File: src/rtl/rob_pkg.sv
`timescale 1ns/1ps
package rob_pkg;
   typedef enum logic [1:0] {
      ROB_BR = 2'd0,
      ROB_ST = 2'd1,
      ROB_RG = 2'd2
   } rob_kind_e;

   typedef struct packed {
      logic ready;
      logic exc;
      logic misp;
   } rob_flags_t;
endpackage

File: src/rtl/rob_ptr_ctrl.sv
`timescale 1ns/1ps
module rob_ptr_ctrl #(
   parameter int DEPTH = 8,
   localparam int TAG_W = $clog2(DEPTH),
   localparam int CNT_W = $clog2(DEPTH + 1)
) (
   input  logic             clk,
   input  logic             rst_n,
   input  logic             alloc_fire,
   input  logic             retire_fire,
   input  logic             flush,
   output logic [TAG_W-1:0] head,
   output logic [TAG_W-1:0] tail,
   output logic [CNT_W-1:0] count,
   output logic             full,
   output logic             empty
);
   if (DEPTH < 2 || (DEPTH & (DEPTH - 1)) != 0) begin : g_depth_chk
      $error("rob_ptr_ctrl: DEPTH must be a power of two, at least 2");
   end

   always_ff @(posedge clk) begin
      if (!rst_n || flush) begin
         head  <= '0;
         tail  <= '0;
         count <= '0;
      end else begin
         if (alloc_fire)  tail <= tail + 1'b1;
         if (retire_fire) head <= head + 1'b1;
         count <= count + CNT_W'(alloc_fire) - CNT_W'(retire_fire);
      end
   end

   assign full  = (count == CNT_W'(DEPTH));
   assign empty = (count == '0);
endmodule

File: src/rtl/rob_entry_array.sv
`timescale 1ns/1ps
module rob_entry_array
   import rob_pkg::*;
#(
   parameter int DEPTH      = 8,
   parameter int DEST_W     = 16,
   parameter int DATA_W     = 32,
   parameter bit FWD_BYPASS = 1'b1,
   localparam int TAG_W = $clog2(DEPTH)
) (
   input  logic              clk,
   input  logic              rst_n,
   input  logic              alloc_fire,
   input  logic [TAG_W-1:0]  alloc_idx,
   input  rob_kind_e         alloc_kind,
   input  logic [DEST_W-1:0] alloc_dest,
   input  logic              wb_valid,
   input  logic [TAG_W-1:0]  wb_tag,
   input  logic [DATA_W-1:0] wb_value,
   input  logic              wb_exc,
   input  logic              wb_misp,
   input  logic [TAG_W-1:0]  rd_tag,
   output logic              rd_ready,
   output logic [DATA_W-1:0] rd_value,
   input  logic [TAG_W-1:0]  head_idx,
   output rob_kind_e         head_kind,
   output logic [DEST_W-1:0] head_dest,
   output logic [DATA_W-1:0] head_value,
   output rob_flags_t        head_flags
);
   rob_flags_t        flg_a  [DEPTH];
   rob_kind_e         kind_a [DEPTH];
   logic [DEST_W-1:0] dest_a [DEPTH];
   logic [DATA_W-1:0] val_a  [DEPTH];

   for (genvar e = 0; e < DEPTH; e++) begin : g_slot
      rob_flags_t        flg_q;
      rob_kind_e         kind_q;
      logic [DEST_W-1:0] dest_q;
      logic [DATA_W-1:0] val_q;

      always_ff @(posedge clk) begin
         if (!rst_n) begin
            flg_q  <= '0;
            kind_q <= ROB_BR;
            dest_q <= '0;
            val_q  <= '0;
         end else begin
            if (alloc_fire && alloc_idx == TAG_W'(e)) begin
               flg_q  <= '0;
               kind_q <= alloc_kind;
               dest_q <= alloc_dest;
            end
            if (wb_valid && wb_tag == TAG_W'(e)) begin
               flg_q <= '{ready: 1'b1, exc: wb_exc, misp: wb_misp};
               val_q <= wb_value;
            end
         end
      end

      assign flg_a[e]  = flg_q;
      assign kind_a[e] = kind_q;
      assign dest_a[e] = dest_q;
      assign val_a[e]  = val_q;
   end

   // Head view: a same-cycle result for the head slot wins over stored state.
   logic wb_hits_head;
   assign wb_hits_head = wb_valid && (wb_tag == head_idx);
   assign head_kind    = kind_a[head_idx];
   assign head_dest    = dest_a[head_idx];
   assign head_value   = wb_hits_head ? wb_value : val_a[head_idx];
   assign head_flags   = wb_hits_head ? '{ready: 1'b1, exc: wb_exc, misp: wb_misp}
                                      : flg_a[head_idx];

   // Operand port: variant chosen by FWD_BYPASS.
   if (FWD_BYPASS) begin : g_rd_bypass
      logic wb_hits_rd;
      assign wb_hits_rd = wb_valid && (wb_tag == rd_tag);
      assign rd_ready   = wb_hits_rd || flg_a[rd_tag].ready;
      assign rd_value   = wb_hits_rd ? wb_value : val_a[rd_tag];
   end else begin : g_rd_stored
      assign rd_ready = flg_a[rd_tag].ready;
      assign rd_value = val_a[rd_tag];
   end
endmodule

File: src/rtl/rob_commit_unit.sv
`timescale 1ns/1ps
module rob_commit_unit
   import rob_pkg::*;
#(
   parameter int TAG_W  = 3,
   parameter int DEST_W = 16,
   parameter int DATA_W = 32,
   parameter int REG_W  = 5
) (
   input  logic              nonempty,
   input  logic [TAG_W-1:0]  head_idx,
   input  rob_kind_e         head_kind,
   input  logic [DEST_W-1:0] head_dest,
   input  logic [DATA_W-1:0] head_value,
   input  rob_flags_t        head_flags,
   output logic              retire,
   output logic              flush,
   output logic              exc_valid,
   output logic [TAG_W-1:0]  exc_tag,
   output logic              rf_we,
   output logic [REG_W-1:0]  rf_addr,
   output logic [DATA_W-1:0] rf_data,
   output logic              st_we,
   output logic [DEST_W-1:0] st_addr,
   output logic [DATA_W-1:0] st_data
);
   if (REG_W > DEST_W) begin : g_regw_chk
      $error("rob_commit_unit: REG_W must not exceed DEST_W");
   end

   logic go, misp_br;
   always_comb begin
      go        = nonempty && head_flags.ready;
      misp_br   = (head_kind == ROB_BR) && head_flags.misp;
      exc_valid = go && head_flags.exc;
      flush     = go && (head_flags.exc || misp_br);
      retire    = go && !flush;
      rf_we     = retire && (head_kind == ROB_RG);
      st_we     = retire && (head_kind == ROB_ST);
   end

   assign exc_tag = head_idx;
   assign rf_addr = head_dest[REG_W-1:0];
   assign rf_data = head_value;
   assign st_addr = head_dest;
   assign st_data = head_value;
endmodule

File: src/rtl/rob_core.sv
`timescale 1ns/1ps
module rob_core
   import rob_pkg::*;
#(
   parameter int DEPTH      = 8,
   parameter int DATA_W     = 32,
   parameter int DEST_W     = 16,
   parameter int REG_W      = 5,
   parameter bit FWD_BYPASS = 1'b1,
   localparam int TAG_W = $clog2(DEPTH),
   localparam int CNT_W = $clog2(DEPTH + 1)
) (
   input  logic              clk,
   input  logic              rst_n,
   input  logic              alloc_valid,
   input  logic [1:0]        alloc_kind,
   input  logic [DEST_W-1:0] alloc_dest,
   output logic              alloc_ready,
   output logic [TAG_W-1:0]  alloc_tag,
   output logic [CNT_W-1:0]  occupancy,
   input  logic              wb_valid,
   input  logic [TAG_W-1:0]  wb_tag,
   input  logic [DATA_W-1:0] wb_value,
   input  logic              wb_exc,
   input  logic              wb_misp,
   input  logic [TAG_W-1:0]  rd_tag,
   output logic              rd_ready,
   output logic [DATA_W-1:0] rd_value,
   output logic              retire_o,
   output logic              flush_o,
   output logic              exc_valid,
   output logic [TAG_W-1:0]  exc_tag,
   output logic              rf_we,
   output logic [REG_W-1:0]  rf_addr,
   output logic [DATA_W-1:0] rf_data,
   output logic              st_we,
   output logic [DEST_W-1:0] st_addr,
   output logic [DATA_W-1:0] st_data
);
   if (DATA_W < 1 || DEST_W < 1 || REG_W < 1) begin : g_width_chk
      $error("rob_core: widths must be positive");
   end

   logic             full, empty, alloc_fire;
   logic [TAG_W-1:0] head, tail;
   rob_kind_e        head_kind;
   logic [DEST_W-1:0] head_dest;
   logic [DATA_W-1:0] head_value;
   rob_flags_t       head_flags;

   assign alloc_ready = !full && !flush_o;
   assign alloc_fire  = alloc_valid && alloc_ready;
   assign alloc_tag   = tail;

   rob_ptr_ctrl #(.DEPTH(DEPTH)) u_ptr (
      .clk         (clk),
      .rst_n       (rst_n),
      .alloc_fire  (alloc_fire),
      .retire_fire (retire_o),
      .flush       (flush_o),
      .head        (head),
      .tail        (tail),
      .count       (occupancy),
      .full        (full),
      .empty       (empty)
   );

   rob_entry_array #(
      .DEPTH(DEPTH), .DEST_W(DEST_W), .DATA_W(DATA_W), .FWD_BYPASS(FWD_BYPASS)
   ) u_slots (
      .clk        (clk),
      .rst_n      (rst_n),
      .alloc_fire (alloc_fire),
      .alloc_idx  (tail),
      .alloc_kind (rob_kind_e'(alloc_kind)),
      .alloc_dest (alloc_dest),
      .wb_valid   (wb_valid),
      .wb_tag     (wb_tag),
      .wb_value   (wb_value),
      .wb_exc     (wb_exc),
      .wb_misp    (wb_misp),
      .rd_tag     (rd_tag),
      .rd_ready   (rd_ready),
      .rd_value   (rd_value),
      .head_idx   (head),
      .head_kind  (head_kind),
      .head_dest  (head_dest),
      .head_value (head_value),
      .head_flags (head_flags)
   );

   rob_commit_unit #(
      .TAG_W(TAG_W), .DEST_W(DEST_W), .DATA_W(DATA_W), .REG_W(REG_W)
   ) u_commit (
      .nonempty   (!empty),
      .head_idx   (head),
      .head_kind  (head_kind),
      .head_dest  (head_dest),
      .head_value (head_value),
      .head_flags (head_flags),
      .retire     (retire_o),
      .flush      (flush_o),
      .exc_valid  (exc_valid),
      .exc_tag    (exc_tag),
      .rf_we      (rf_we),
      .rf_addr    (rf_addr),
      .rf_data    (rf_data),
      .st_we      (st_we),
      .st_addr    (st_addr),
      .st_data    (st_data)
   );
endmodule

File: config.mk
export PLATFORM = sky130hd
export DESIGN_NAME = rob_core
export DESIGN_NICKNAME = d
export VERILOG_FILES = /design/src/rtl/rob_pkg.sv /design/src/rtl/rob_ptr_ctrl.sv /design/src/rtl/rob_entry_array.sv /design/src/rtl/rob_commit_unit.sv /design/src/rtl/rob_core.sv
export SDC_FILE = /design/constraint.sdc
export NUM_CORES = 1
export LEC_CHECK = 0
export BUFFER_PORTS_ARGS = -buffer_cell sky130_fd_sc_hd__buf_4
export CORE_UTILIZATION = 35
export DETAILED_ROUTE_END_ITERATION = 10
export PLACE_DENSITY_LB_ADDON = 0.12
export SLEW_MARGIN = 20
export SYNTH_ARGS = -nofsm -noshare
export SYNTH_HDL_FRONTEND = slang
export SYNTH_SLANG_ARGS = --single-unit
File: constraint.sdc
create_clock -name clk -period 3.1 [get_ports clk]
set_input_delay 0.155 -clock clk [delete_from_list [all_inputs] [get_ports clk]]
set_output_delay 0.155 -clock clk [all_outputs]
set_load 0.05 [all_outputs]
==> results.json <==
{
  "wl_per_cell_um": 20.90,
  "core-area_mm2": 0.06297,
  "via_count": 17360,
  "avgSynthCellArea_um2": 9.516,
  "antenna_cells_inserted": 0,
  "timing.critical_path.to_type": "primary output",
  "worst-slew-pin-transition_ns": 1.002,
  "synth.cells.most_frequent": "nand2_1 (735), dfxtp_1 (434), a21boi_0 (256), mux2i_1 (216), mux4_2 (169)",
  "clkLatencyLatePin_ns": 0.59,
  "max_slew_violation_total_from_the_final_report": 0,
  "cts_tree": "yes",
  "multi_input_comb_area_mm2": 0.01260,
  "maximum_single_stage_delay_on_the_critical_path_ns": 0.49,
  "yosys_register_bits": 434,
  "cts_num_sinks": 434,
  "area.growth.synth_to_final_pct": 19.51,
  "fp.dieH_um": 254.2,
  "cp_max_stage_cell": "mux4_2",
  "starting_density_of_the_core_pct": 35.36,
  "first_pass_grt_wire_length_um": 105700,
  "synth_area_leaders": "dfxtp_1 (39%), mux4_2 (17%), nand2_1 (12%)",
  "drt_first_pass_iters": 5,
  "vias_in_the_first_global_route": 17360,
  "power_density_mw_per_mm2": 540.8,
  "post_synth_num_cell_types": 47,
  "per_cell_via_count_in_the_routed_design": 5.228,
  "port-buffer-count": 195,
  "timing.final.crit_share_pct": 96.01,
  "maximum_number_of_pins_on_one_net_before_global_route_repair": 116,
  "area_share_of_the_largest_cell_type_after_synthesis_pct": 39.02,
  "cts-htree-levels": 2,
  "critical_path_arrival_ns": 2.82,
  "timing.hold.worst.class": "primary input to flop",
  "synth_enable_flop_cells": 0,
  "detailed_place_hpwl_um": 41370,
  "timing.final.setup_violations": 0,
  "grt_use_total_pct": 21.52,
  "io_pins": 196,
  "synthArstFlopShare_pct": 0,
  "initial_antenna_violation_count": 1,
  "wirelength_um": 69420,
  "length_of_routed_wiring_on_met1_um": 30260,
  "fraction_of_final_layout_cells_with_drive_strength_greater_than_1_pct": 24.12,
  "fp-row-count": 92,
  "p_leak_nw": 9.424,
  "cts_buffers": 50,
  "totalPowerFinal_mw": 14.39,
  "achievable-frequency_ghz": 0.3360,
  "path_cells": "mux4_2, and2_0, o41a_1, and3_1, nor2_4, inv_6, a21oi_1, buf_4",
  "critPathMaxFanout": 5,
  "overflow": 0,
  "worst_slew_margin_rel_pct": 33.03,
  "die_area_mm2": 0.06463,
  "worst_hold_slack_ns": 0.02124,
  "register_area_mm2": 0.008697,
  "crit_required_ns": 2.94,
  "met2WireLength_um": 34630,
  "timing.critical_path.from_type": "flop",
  "synth.yosys.seq_area_share_pct": 39.02,
  "synth_warnings": 0,
  "synthCells": 2340,
  "cts-root-buf": "clkbuf_16",
  "yosys.cell_count.top_type": "nand2_1",
  "clk_pin_slew_ns": 0.06,
  "drt_drc_violations_left": 0,
  "final-hold-violation-count": 0,
  "nNetsFinal": 2512,
  "peak_supply_drop_uv": 443.7,
  "critical_path_class": "flop to primary output",
  "outcome": "finished, final reports clean",
  "highest_routed_metal_layer": "met5",
  "met3_wirelength_um": 2837,
  "drtAntennaViolNets": 0,
  "synth_largest_area_cell": "dfxtp_1",
  "die_w_um": 254.2,
  "synth_top_flop_cell": "dfxtp_1",
  "net_count_synth": 2416,
  "cts_buffer_depth": 3,
  "timing.setup.tns_ns": 0,
  "drtIter0Drc": 928,
  "fill_cells": 6078,
  "clock-skew-final_ns": 0.03192,
  "place_congestion": 0.8009,
  "cap_viol_max_count": 0,
  "shortest_period_the_worst_path_allows_ns": 2.976,
  "synthesis.area_mm2": 0.02227
}
-- timing repair --
action                                  4_1_cts  5_1_grt
hold buffers                                 34        0
buffers inserted                              0        3
gates resized for setup                       6       10
endpoints found under the hold margin       264        0
cloned                                        0        0
pin swaps                                     1        2
endpoints found under the setup margin       45       17
-- power breakdown --
| part | internal [mW] | switching (mW) | total, mW |
|---|---|---|---|
| Sequential | 5.76 | 0.127 | 5.89 |
| Clock | 3.46 | 2.43 | 5.89 |
| Combinational | 0.965 | 1.65 | 2.61 |
| Total | 10.2 | 4.21 | 14.4 |
-- registers in the layout, indices dropped and copies added (netlist names) --
name	flops
u_slots.g_slot.val_q	256
u_slots.g_slot.dest_q	128
u_slots.flg_a	24
u_slots.g_slot.kind_q	16
u_ptr.count	4
u_ptr.head	3
u_ptr.tail	3
-- final cells by class --
class / instances / share of cell area (%)
clock buffers: 75 / 5.431
well taps: 846 / 3.978
repair buffers: 300 / 9.667
clock inverters: 16 / 0.6348
flip-flops and latches: 434 / 32.68
inverters: 14 / 0.2398
multi-input cells: 1636 / 47.37
-- metal layers --
layer / GRT usage (%) / vias up
li1: - / 8273
met1: 27.49 / 8577
met2: 37.88 / 411
met3: 2.388 / 98
met4: 6.644 / 2
met5: 0 / -
-- final timing paths --
| kind | startpoint | endpoint | cells past startpoint | slack, ns |
|---|---|---|---|---|
| max | u_ptr.head[0]$_SDFFE_PP0P_ | alloc_ready | 8 | 0.12 |
| min | alloc_dest[12] | u_slots.g_slot[6].dest_q[12]$_SDFFE_PN0P_ | 3 | 0.02 |
| max reg2reg | u_ptr.head[0]$_SDFFE_PP0P_ | u_ptr.count[1]$_SDFF_PP0_ | 11 | 0.15 |
| min reg2reg | u_slots.g_slot[7].dest_q[12]$_SDFFE_PN0P_ | u_slots.g_slot[7].dest_q[12]$_SDFFE_PN0P_ | 2 | 0.45 |
-- cells by family after synthesis --
| family | synth area share, % |
|---|---|
| xor gates and xnor gates | 0.3540 |
| DFF | 39.02 |
| adders and majority gates | 0.8204 |
| and+or+nand+nor | 15.30 |
| buffers and inverters | 5.529 |
| muxes | 27.66 |
| AOI/OAI and AO/OA | 11.32 |
-- layout by cell type (no fill, tap or decap), types with 18 or more instances in the layout --
master	instances
nor2_1	41
a21boi_0	256
o21ai_2	25
buf_4	245
clkbuf_16	50
nand3_1	18
dlygate4sd3_1	34
nand2_1	735
mux4_2	169
mux2i_1	214
a21oi_1	37
dfxtp_1	431
-- critical path, delay by kind of cell (launching register included) --
| family | cells | cell delay [ns] |
|---|---|---|
| AO/OA/AOI/OAI | 2 | 0.56 |
| buffers and inverters | 2 | 0.27 |
| flip-flops | 1 | 0.39 |
| multiplexers | 1 | 0.49 |
| AND/OR/NAND/NOR | 3 | 0.54 |
-- through the flow --
stage | area [um^2] | cells | util (%) | setup WS [ns]
after floorplan | 22420 | 2340 | - | -0.05387
after global placement | 24570 | 3193 | 39.02 | 0.1082
after detailed placement | 24570 | 3193 | 39.02 | 0.06647
after CTS | 26550 | 3318 | 42.16 | 0.002644
after global routing | 26610 | 3321 | 42.26 | -0.02400
final | 26610 | 3321 | 42.26 | 0.1238
Power figures use the tool's default switching activity.
